File: config.mk
export PLATFORM = sky130hd
export DESIGN_NAME = checkerboard_stim
export DESIGN_NICKNAME = d
export VERILOG_FILES = /design/src/rtl/cbs_pkg.sv /design/src/rtl/cbs_scan.sv /design/src/rtl/cbs_seq.sv /design/src/rtl/cbs_paint.sv /design/src/rtl/checkerboard_stim.sv
export SDC_FILE = /design/constraint.sdc
export NUM_CORES = 1
export LEC_CHECK = 0
export BUFFER_PORTS_ARGS = -buffer_cell sky130_fd_sc_hd__buf_2
export CAP_MARGIN = 10
export CORE_UTILIZATION = 52
export CTS_CLUSTER_SIZE = 25
export DETAILED_ROUTE_END_ITERATION = 7
export GPL_TIMING_DRIVEN = 0
export HOLD_SLACK_MARGIN = 0.1
export MAX_ROUTING_LAYER = met4
export PLACE_DENSITY = 0.88
export SYNTH_ARGS = -nofsm -noshare
export SYNTH_HDL_FRONTEND = slang
export SYNTH_SLANG_ARGS = --single-unit
File: constraint.sdc
create_clock -name clk -period 1.8 [get_ports clk]
set_input_delay 0.18 -clock clk [delete_from_list [all_inputs] [get_ports clk]]
set_output_delay 0.18 -clock clk [all_outputs]
set_load 0.05 [all_outputs]
File: src/rtl/cbs_pkg.sv
package cbs_pkg;

  // true when pos lies in [first, first+len)
  function automatic logic in_window(input int unsigned pos,
                                     input int unsigned first,
                                     input int unsigned len);
    return (pos >= first) && (pos < first + len);
  endfunction

  // checker square parity for pixel (x,y) with square size tw x th
  function automatic logic square_lit(input int unsigned x,
                                      input int unsigned y,
                                      input int unsigned tw,
                                      input int unsigned th,
                                      input logic phase);
    int unsigned col;
    int unsigned row;
    col = x / tw;
    row = y / th;
    return col[0] ^ row[0] ^ phase;
  endfunction

endpackage

File: src/rtl/cbs_scan.sv
module cbs_scan #(
  parameter int unsigned H_VIS   = 640,
  parameter int unsigned H_FRONT = 16,
  parameter int unsigned H_PULSE = 96,
  parameter int unsigned H_BACK  = 48,
  parameter int unsigned V_VIS   = 480,
  parameter int unsigned V_FRONT = 10,
  parameter int unsigned V_PULSE = 2,
  parameter int unsigned V_BACK  = 33,
  parameter int unsigned HW = $clog2(H_VIS + H_FRONT + H_PULSE + H_BACK),
  parameter int unsigned VW = $clog2(V_VIS + V_FRONT + V_PULSE + V_BACK)
) (
  input  logic          clk,
  input  logic          rst,
  output logic [HW-1:0] hpos,
  output logic [VW-1:0] vpos,
  output logic          hs_n,
  output logic          vs_n,
  output logic          vblank_start
);
  localparam int unsigned H_TOT = H_VIS + H_FRONT + H_PULSE + H_BACK;
  localparam int unsigned V_TOT = V_VIS + V_FRONT + V_PULSE + V_BACK;

  logic line_end;
  logic frame_end;

  assign line_end  = (hpos == HW'(H_TOT - 1));
  assign frame_end = line_end && (vpos == VW'(V_TOT - 1));

  always_ff @(posedge clk) begin
    if (rst) begin
      hpos <= '0;
      vpos <= '0;
    end else if (line_end) begin
      hpos <= '0;
      vpos <= frame_end ? '0 : vpos + 1'b1;
    end else begin
      hpos <= hpos + 1'b1;
    end
  end

  assign hs_n = !cbs_pkg::in_window(32'(hpos), H_VIS + H_FRONT, H_PULSE);
  assign vs_n = !cbs_pkg::in_window(32'(vpos), V_VIS + V_FRONT, V_PULSE);
  assign vblank_start = (hpos == '0) && (vpos == VW'(V_VIS));

  a_r1_line_wrap: assert property (@(posedge clk) disable iff (rst)
    line_end |=> (hpos == '0));
  a_r2_frame_wrap: assert property (@(posedge clk) disable iff (rst)
    frame_end |=> (vpos == '0));
  a_r2_line_bound: assert property (@(posedge clk) disable iff (rst)
    (vpos < VW'(V_TOT)) && (hpos < HW'(H_TOT)));

endmodule

File: src/rtl/cbs_seq.sv
module cbs_seq #(
  parameter int unsigned FRAMES_PER_PHASE = 60,
  parameter int unsigned PHASE_COUNT      = 10
) (
  input  logic clk,
  input  logic rst,
  input  logic start,
  input  logic vblank_start,
  output logic running,
  output logic phase
);
  localparam int unsigned FW = $clog2(FRAMES_PER_PHASE + 1);
  localparam int unsigned PW = $clog2(PHASE_COUNT + 1);

  logic          armed;
  logic [FW-1:0] frame_cnt;
  logic [PW-1:0] phase_cnt;
  logic          go;
  logic          phase_done;
  logic          run_done;

  assign go         = armed || start;
  assign phase_done = (frame_cnt == FW'(FRAMES_PER_PHASE - 1));
  assign run_done   = phase_done && (phase_cnt == PW'(PHASE_COUNT - 1));

  always_ff @(posedge clk) begin
    if (rst) begin
      armed     <= 1'b0;
      running   <= 1'b0;
      phase     <= 1'b0;
      frame_cnt <= '0;
      phase_cnt <= '0;
    end else begin
      if (!running && start) armed <= 1'b1;
      if (vblank_start) begin
        if (running) begin
          if (!phase_done) begin
            frame_cnt <= frame_cnt + 1'b1;
          end else begin
            frame_cnt <= '0;
            if (run_done) begin
              running   <= 1'b0;
              phase     <= 1'b0;
              phase_cnt <= '0;
            end else begin
              phase     <= !phase;
              phase_cnt <= phase_cnt + 1'b1;
            end
          end
        end else if (go) begin
          running   <= 1'b1;
          armed     <= 1'b0;
          phase     <= 1'b0;
          frame_cnt <= '0;
          phase_cnt <= '0;
        end
      end
    end
  end

  a_r8_phase_at_vblank: assert property (@(posedge clk) disable iff (rst)
    !vblank_start |=> $stable(phase));
  a_r10_run_holds: assert property (@(posedge clk) disable iff (rst)
    (running && !vblank_start) |=> running);
  a_r7_waits_blank: assert property (@(posedge clk) disable iff (rst)
    (!running && !vblank_start) |=> !running);
  a_r9_stop_at_blank: assert property (@(posedge clk) disable iff (rst)
    $fell(running) |-> $past(vblank_start));

endmodule

File: src/rtl/cbs_paint.sv
module cbs_paint #(
  parameter int unsigned H_VIS = 640,
  parameter int unsigned V_VIS = 480,
  parameter int unsigned GRID  = 4,
  parameter int unsigned HW    = 10,
  parameter int unsigned VW    = 10
) (
  input  logic          clk,
  input  logic          rst,
  input  logic [HW-1:0] hpos,
  input  logic [VW-1:0] vpos,
  input  logic          hs_n,
  input  logic          vs_n,
  input  logic          running,
  input  logic          phase,
  output logic          hs_q,
  output logic          vs_q,
  output logic [7:0]    green_q
);
  localparam int unsigned TW = H_VIS / GRID;
  localparam int unsigned TH = V_VIS / GRID;

  logic in_view;
  logic lit;

  assign in_view = (hpos < HW'(H_VIS)) && (vpos < VW'(V_VIS));
  assign lit = cbs_pkg::square_lit(32'(hpos), 32'(vpos), TW, TH, phase);

  always_ff @(posedge clk) begin
    if (rst) begin
      hs_q    <= 1'b1;
      vs_q    <= 1'b1;
      green_q <= '0;
    end else begin
      hs_q    <= hs_n;
      vs_q    <= vs_n;
      green_q <= (in_view && running && lit) ? 8'hFF : 8'h00;
    end
  end

  a_r3_blank_black: assert property (@(posedge clk) disable iff (rst)
    !$past(in_view) |-> (green_q == 8'h00));
  a_r6_idle_black: assert property (@(posedge clk) disable iff (rst)
    !$past(running) |-> (green_q == 8'h00));
  a_r4_full_level: assert property (@(posedge clk) disable iff (rst)
    (green_q == 8'h00) || (green_q == 8'hFF));

endmodule

File: src/rtl/checkerboard_stim.sv
module checkerboard_stim #(
  parameter int unsigned H_VIS            = 640,
  parameter int unsigned H_FRONT          = 16,
  parameter int unsigned H_PULSE          = 96,
  parameter int unsigned H_BACK           = 48,
  parameter int unsigned V_VIS            = 480,
  parameter int unsigned V_FRONT          = 10,
  parameter int unsigned V_PULSE          = 2,
  parameter int unsigned V_BACK           = 33,
  parameter int unsigned FRAMES_PER_PHASE = 60,
  parameter int unsigned PHASE_COUNT      = 10
) (
  input  logic       clk,
  input  logic       rst,
  input  logic       start,
  output logic       hsync_n,
  output logic       vsync_n,
  output logic [7:0] red,
  output logic [7:0] green,
  output logic [7:0] blue,
  output logic       stim_active
);
  localparam int unsigned HW = $clog2(H_VIS + H_FRONT + H_PULSE + H_BACK);
  localparam int unsigned VW = $clog2(V_VIS + V_FRONT + V_PULSE + V_BACK);

  logic [HW-1:0] hpos;
  logic [VW-1:0] vpos;
  logic          hs_n;
  logic          vs_n;
  logic          vblank_start;
  logic          running;
  logic          phase;

  cbs_scan #(
    .H_VIS(H_VIS), .H_FRONT(H_FRONT), .H_PULSE(H_PULSE), .H_BACK(H_BACK),
    .V_VIS(V_VIS), .V_FRONT(V_FRONT), .V_PULSE(V_PULSE), .V_BACK(V_BACK),
    .HW(HW), .VW(VW)
  ) u_scan (
    .clk(clk), .rst(rst), .hpos(hpos), .vpos(vpos),
    .hs_n(hs_n), .vs_n(vs_n), .vblank_start(vblank_start)
  );

  cbs_seq #(
    .FRAMES_PER_PHASE(FRAMES_PER_PHASE), .PHASE_COUNT(PHASE_COUNT)
  ) u_seq (
    .clk(clk), .rst(rst), .start(start), .vblank_start(vblank_start),
    .running(running), .phase(phase)
  );

  cbs_paint #(
    .H_VIS(H_VIS), .V_VIS(V_VIS), .GRID(4), .HW(HW), .VW(VW)
  ) u_paint (
    .clk(clk), .rst(rst), .hpos(hpos), .vpos(vpos), .hs_n(hs_n), .vs_n(vs_n),
    .running(running), .phase(phase),
    .hs_q(hsync_n), .vs_q(vsync_n), .green_q(green)
  );

  assign red         = 8'h00;
  assign blue        = 8'h00;
  assign stim_active = running;

endmodule

; ---- Word level (Yosys, flattened, before mapping)
; Cells that the tools add are included.
[op_classes]
n_div = 2
bitwise_logic = 2
n_eq_ne = 6
n_shift = 0
muxes = 21
n_mul = 0
n_reduce_logical = 19
addsub = 4
magnitude_cmp = 6
[op_table]
columns = op, count
row1 = "divider 10 x 7 -> 32 bit, second input constant", 1
row2 = "divider 10 x 8 -> 32 bit, second input constant", 1
row3 = "adder 10 x 1 -> 10 bit, second input constant", 2
row4 = "== test 10 bit, second input constant", 2
row5 = "less-than comparator 10 bit, second input constant", 2
row6 = "less-than comparator 10 x 9 -> 1 bit, second input constant", 2
row7 = 2-to-1 mux 6 bit, 3
row8 = 2-to-1 mux 4 bit, 4
row9 = 2-to-1 mux 1 bit, 12
row10 = "== test 10 x 9 -> 1 bit, second input constant", 1
row11 = "greater-or-equal comparator 10 bit, second input constant", 1
row12 = "greater-or-equal comparator 10 x 9 -> 1 bit, second input constant", 1
row13 = logical NOT 10 bit, 1
row14 = 2-to-1 mux 10 bit, 1
row15 = logical AND 1 bit, 9
row16 = 2-to-1 mux 8 bit, 1
row17 = "adder 6 x 1 -> 6 bit, second input constant", 1
row18 = "== test 6 bit, second input constant", 1
row19 = "adder 4 x 1 -> 4 bit, second input constant", 1
row20 = "== test 4 bit, second input constant", 1
row21 = logical NOT 1 bit, 4
row22 = AND reduction 3 bit, 1
row23 = "inequality test 2 bit, second input constant", 1
row24 = AND reduction 2 bit, 1
row25 = 4 further kinds, 5
[word_totals]
ram_bits = 0
out_inout_bits = 27
romBits = 0
ff_bits = 43
wordCells = 70
n_memories = 0
latch_bits = 0

; ---- Logic depth before layout (Yosys ltp)
[depth]
ltp_word = 6
mapped_depth = 10

; ---- By module
; Synthesis repeated with hierarchy kept, for this count alone.
[hier_totals]
hier_cells = 267
hier_area_um2 = 2292.2
[by_module_without_submodules]
columns = mod, seq_area_each_um2, instances, area_each_um2, cells_each
row1 = cbs_scan, 400.4, 1, 1083.5, 125
row2 = cbs_seq, 260.2, 1, 665.6, 73
row3 = cbs_paint, 60.1, 1, 419.2, 52
row4 = checkerboard_stim, 0.0, 1, 123.9, 17

; ---- Least setup slack after synthesis
; Ideal clock, no wire load.
[synth_timing]
path_kind = reg2reg
start = reg u_scan.hpos[7]
end = reg u_paint.green_q[6]
n_path_buf = 1
setup_slack_ns = -0.144
stages_incl_launch_ff = 10
setup_time_ns = 0.126
period_less_slack_ns = 1.944
t_arrival_ns = 1.819
cell_sequence = dfxtp_1 > buf_6 > or2_2 > ha_1 > nand2b_1 > o221a_2 > o22ai_1 > xnor2_1 > o31ai_1 > nor3b_1
[synth_between]
elab_chain_cells = 5
[synth_lines]
columns = element, line
row1 = from (decl), cbs_scan.sv:15  ; output logic [HW-1:0] hpos,
row2 = from (signal assigned), cbs_scan.sv:38  ; hpos <= hpos + 1'b1;
row3 = divider 10 x 8 -> 32 bit or less-than comparator 10 bit (tied branches), "cbs_pkg.sv:18, cbs_paint.sv:26"
row4 = bitwise XOR 1 bit or logical AND 1 bit (tied branches), "cbs_pkg.sv:20, cbs_paint.sv:26"
row5 = bitwise XOR 1 bit or logical AND 1 bit (tied branches), "cbs_pkg.sv:20, cbs_paint.sv:37"
row6 = logical AND 1 bit (*), cbs_paint.sv:37  ; green_q <= (in_view && running && lit) ? 8'hFF : 8'h00;
row7 = 2-to-1 mux 8 bit (*), cbs_paint.sv:37
row8 = to (signal assigned), cbs_paint.sv:37
row9 = to (decl), cbs_paint.sv:18  ; output logic [7:0] green_q
; Mark *: on every way between the ends. The rest lies on a longest branch, timed or not.
; A chain may end at the register's enable or synchronous reset.

; ---- Worst setup path after layout
; Same ends and word-level chain as after synthesis.

==> flow_summary.ini <==
[synth]
top_flip_flop_cell_by_instance_count_after_synthesis = sky130_fd_sc_hd__dfxtp_1
netlist.area_leader.share_pct = 31.2
synth_seq_cells = 36
yosys-mux-area-fraction_pct = 1.30
synthDistinctLibCells = 51
synth_xor_area_share_pct = 9.11
post_synthesis_sequential_area_ratio_pct = 31.2
complex_gate_fraction_of_the_synthesized_area_pct = 9.98
synth_simple_gate_area_share_pct = 29.5
post_synth_inst_count = 276
number_of_synthesized_flops_with_an_enable_pin = 0
dominant_combinational_cell_family_by_area_after_synthesis = simple AND/OR/NAND/NOR gates
synth-async-reset-ratio_pct = 0
post_synthesis_adder_cell_area_fraction_pct = 4.88
syn_area_mm2 = 0.00231
yosysTopAreaCell = sky130_fd_sc_hd__dfxtp_1
syn-mean-instance-area_um2 = 8.36
ys_top_cells_by_area = sky130_fd_sc_hd__dfxtp_1 (31%), sky130_fd_sc_hd__buf_4 (8.1%), sky130_fd_sc_hd__xnor2_1 (5.3%)
ys.warnings.count = 0

[placed_design]
hpwlAfterDp_um = 3240
preCtsSetupSlack_ps = -188
place.port_buffers = 12
number_of_placed_cells_counting_well_taps = 353
gpl.final_weighted_congestion = 0.824
placedInstanceArea_mm2 = 0.00257

[drt]
num_vias = 2061
drc_errors = 0
drt_pre_antenna_iters = 5
route.final.wire_length_um = 5330
vias_per_cell = 5.50
post_detailed_route_count_of_antenna_violating_nets = 0
drt_iter0_drc = 176
wl_per_cell_um = 14.2

[floorplan]
coreArea_mm2 = 0.00412
start_util_pct = 56.1
die_h_um = 68.6
dieArea_mm2 = 0.00471
io_pins = 30
rows = 23
dieWidth_um = 68.6

[worst_setup_path]
r2r.worst_path.cells = 8
crit_path_max_fanout = 3
worst-r2r-setup-slack_ps = -210
path_class = reg -> reg
critical_register_to_register_path_endpoint = u_paint.green_q[6]
timing.critical_path.to_type = flip-flop
cp_startpoint_kind = flip-flop
critical_path.max_stage_delay_ps = 350
critPathArrivalTime_ps = 2190
reg2reg_from = u_scan.hpos[7]
cp_cell_sequence = or2_4, ha_4, nand2b_4, o221a_4, o22ai_4, xnor2_2, nor4_2, nor3b_2
critPathRequiredTime_ps = 1980
cp_slowest_cell = sky130_fd_sc_hd__dfxtp_4

[global_route]
grt_first_pass_wirelength_um = 7850
track_usage_pct = 23.2
global_route.overflow_total = 0
antenna_found_initial = 0
number_of_global_route_vias_before_repair = 1758
maximum_number_of_pins_on_one_net_before_global_route_repair = 12

[final_layout]
fin_area_mm2 = 0.00294
post_layout_nonfiller_instances = 375
multi_input_gate_area_mm2 = 0.00153
ant_cells = 0
syn_to_final_growth_pct = 27.3
final_layout_size_suffix_gt1_share_pct = 36.9
seq_area_um2 = 743
fill_cells = 306
nNetsFinal = 336

[hold_path]
hold_path.class = in -> reg
worstHoldStart = start
timing.hold.worst_path_depth = 3
holdPathEnd = u_seq.armed

[timing]
achievable-frequency_mhz = 497
slew_viol_final = 0
finalHoldViolations = 0
setup_repair_after_global_routing_missed_its_margin = yes
finClkSkew_ps = 4.12
max_slew.worst_pin.slew_ps = 579
relSlewSlack_pct = 61.4
final.period_utilization_pct = 112
timing.final.setup_violations = 1
setup_slack_ps = -210
final.min_clock_period_ps = 2010

[cts]
numClockSinks = 36
maximum_clock_path_buffer_count = 2
cts_tree = yes
tritoncts.num_buffers = 5
clk-insertion-delay-late_ps = 300
clock-root-buffer = sky130_fd_sc_hd__clkbuf_8
cts.clk_slew.worst_paths_ps = 70
clock_tree.htree_level_count = 2

[power]
power_after_layout_uw = 1610
netSwitchingFraction_pct = 28.8
share_clk_of_total_power_pct = 35.8
p_sw_uw = 463
p_int_uw = 1140
share_of_power_burned_in_registers_pct = 51.1
p_leak_uw = 0.00120
cellPowerDensity_mw_per_mm2 = 547
power.ir.vdd_worst_mv = 0.488
power.combinational.fraction_pct = 13.1

[run_status]
failed_checks = negative setup slack
run_status = finished with violations

[run]
drv_cap = 0
## repair_timing
action | CTS | global route
endpoints found under the setup margin | 21 | 22
pin swaps | 11 | 18
hold buffers | 0 | 0
setup buffers | 9 | 11
gates resized for setup | 12 | 33
## registers in the layout (all words and copies together), names as in the netlist
register         count
u_seq.armed          1
u_seq.frame_cnt      6
u_scan.hpos         10
u_seq.phase          1
u_seq.phase_cnt      4
u_paint.vs_q         1
u_paint.green_q      1
u_seq.running        1
u_scan.vpos         10
u_paint.hs_q         1
## how the worst max path moves through the flow
stage,from,to,slack (ps),cells after the start
3_3_place_gp,u_scan.hpos[8],u_paint.green_q[6],-140,8
3_5_place_dp,u_scan.vpos[7],u_paint.green_q[6],-190,10
5_1_grt,u_scan.hpos[7],u_paint.green_q[6],-290,8
2_1_floorplan,u_scan.hpos[7],u_paint.green_q[6],-20,9
4_1_cts,u_scan.vpos[7],u_paint.green_q[6],-110,9
6_report,u_scan.hpos[7],u_paint.green_q[6],-210,8
## per-stage QoR
step	setup TNS [ps]	hold slack (ps)	utilization (%)
2_1_floorplan	-25.0	400	-
3_3_place_gp	-790	473	62.4
3_5_place_dp	-1520	473	62.4
4_1_cts	-107	258	67.4
5_1_grt	-1140	290	71.4
6_report	-210	277	71.4
## cells in the mapped netlist, types with 2 or more instances
| library cell | number |
|---|---|
| sky130_fd_sc_hd__a21oi_1 | 7 |
| sky130_fd_sc_hd__nor3_1 | 13 |
| sky130_fd_sc_hd__nor3_4 | 2 |
| sky130_fd_sc_hd__buf_4 | 25 |
| sky130_fd_sc_hd__mux2i_1 | 3 |
| sky130_fd_sc_hd__nor3b_1 | 2 |
| sky130_fd_sc_hd__inv_1 | 13 |
| sky130_fd_sc_hd__xor2_1 | 10 |
| sky130_fd_sc_hd__nor2_1 | 32 |
| sky130_fd_sc_hd__buf_2 | 6 |
| sky130_fd_sc_hd__nand2b_1 | 4 |
| sky130_fd_sc_hd__nor4_4 | 2 |
| sky130_fd_sc_hd__nor2b_1 | 3 |
| sky130_fd_sc_hd__nand4_2 | 3 |
| sky130_fd_sc_hd__ha_1 | 9 |
| sky130_fd_sc_hd__clkbuf_1 | 4 |
| sky130_fd_sc_hd__o21ai_0 | 6 |
| sky130_fd_sc_hd__a31oi_1 | 3 |
| sky130_fd_sc_hd__and3_1 | 4 |
| sky130_fd_sc_hd__nand2_1 | 19 |
| sky130_fd_sc_hd__nand4_1 | 8 |
| sky130_fd_sc_hd__o21ai_1 | 2 |
| sky130_fd_sc_hd__or2_2 | 2 |
| sky130_fd_sc_hd__nand3_1 | 12 |
| sky130_fd_sc_hd__nor4_1 | 3 |
| sky130_fd_sc_hd__o31ai_1 | 2 |
| sky130_fd_sc_hd__a21o_1 | 2 |
| sky130_fd_sc_hd__dfxtp_1 | 36 |
| sky130_fd_sc_hd__o22ai_1 | 2 |
| sky130_fd_sc_hd__xnor2_1 | 14 |
| sky130_fd_sc_hd__buf_6 | 3 |
## power groups by stage
stage	combinational [µW]	clock [µW]	sequential (µW)
floorplan	157	0	850
global placement	187	0	839
detailed placement	189	0	840
CTS	197	578	821
global route	228	619	823
finish	211	576	821
## critical path: cells and delay by family, from the launching register on
kind | cells | cell delay (ps)
and+or+nand+nor | 4 | 840
xor gates and xnor gates | 1 | 120
DFF | 1 | 350
adders and majority gates | 1 | 210
AOI/OAI and AO/OA | 2 | 380
## logic make-up after synthesis
kind of cell	Yosys count
other	1
AND/OR/NAND/NOR	118
XOR/XNOR	24
buffers and inverters	52
multiplexers	3
flip-flops	36
adder cells (fa/ha/maj)	9
AO/OA/AOI/OAI	33
## routing by layer
layer | part of all wire, % | GRT usage [%] | vias up
met3 | 5.4 | 6.58 | 16
met2 | 53 | 38.1 | 64
li1 | - | - | 1008
met4 | 2.1 | 7.81 | 0
met5 | 0 | - | -
met1 | 39 | 27.0 | 973
## layout make-up
type / count / area share, %
flip-flops and latches: 36 / 25.3
clock inverters: 1 / 0.298
well taps: 50 / 2.13
clock buffers: 7 / 2.60
multi-input cells: 203 / 52.2
inverters: 13 / 1.66
repair buffers: 32 / 7.71
plain buffers: 33 / 8.10
## placed cells by master, fill, tap and decap left out, types with 3 or more instances in the layout
| master | count |
|---|---|
| sky130_fd_sc_hd__buf_4 | 43 |
| sky130_fd_sc_hd__nor2_1 | 32 |
| sky130_fd_sc_hd__dfxtp_1 | 26 |
| sky130_fd_sc_hd__nand2_1 | 18 |
| sky130_fd_sc_hd__buf_2 | 16 |
| sky130_fd_sc_hd__conb_1 | 16 |
| sky130_fd_sc_hd__nor3_1 | 13 |
| sky130_fd_sc_hd__xnor2_1 | 13 |
| sky130_fd_sc_hd__nand3_1 | 11 |
| sky130_fd_sc_hd__inv_1 | 10 |
| sky130_fd_sc_hd__xor2_1 | 10 |
| sky130_fd_sc_hd__nand4_1 | 8 |
| sky130_fd_sc_hd__a21oi_1 | 6 |
| sky130_fd_sc_hd__dfxtp_2 | 6 |
| sky130_fd_sc_hd__ha_1 | 5 |
| sky130_fd_sc_hd__clkbuf_8 | 5 |
| sky130_fd_sc_hd__o21ai_1 | 4 |
| sky130_fd_sc_hd__and3_1 | 4 |
| sky130_fd_sc_hd__ha_4 | 4 |
| sky130_fd_sc_hd__dfxtp_4 | 4 |
| sky130_fd_sc_hd__inv_2 | 3 |
| sky130_fd_sc_hd__nor2b_1 | 3 |
| sky130_fd_sc_hd__clkbuf_1 | 3 |
| sky130_fd_sc_hd__buf_6 | 3 |
| sky130_fd_sc_hd__nand4_2 | 3 |
| sky130_fd_sc_hd__nand2b_1 | 3 |
| sky130_fd_sc_hd__mux2i_1 | 3 |
| sky130_fd_sc_hd__o21ai_0 | 3 |
| sky130_fd_sc_hd__a31oi_1 | 3 |
Power figures use the tool's default switching activity.
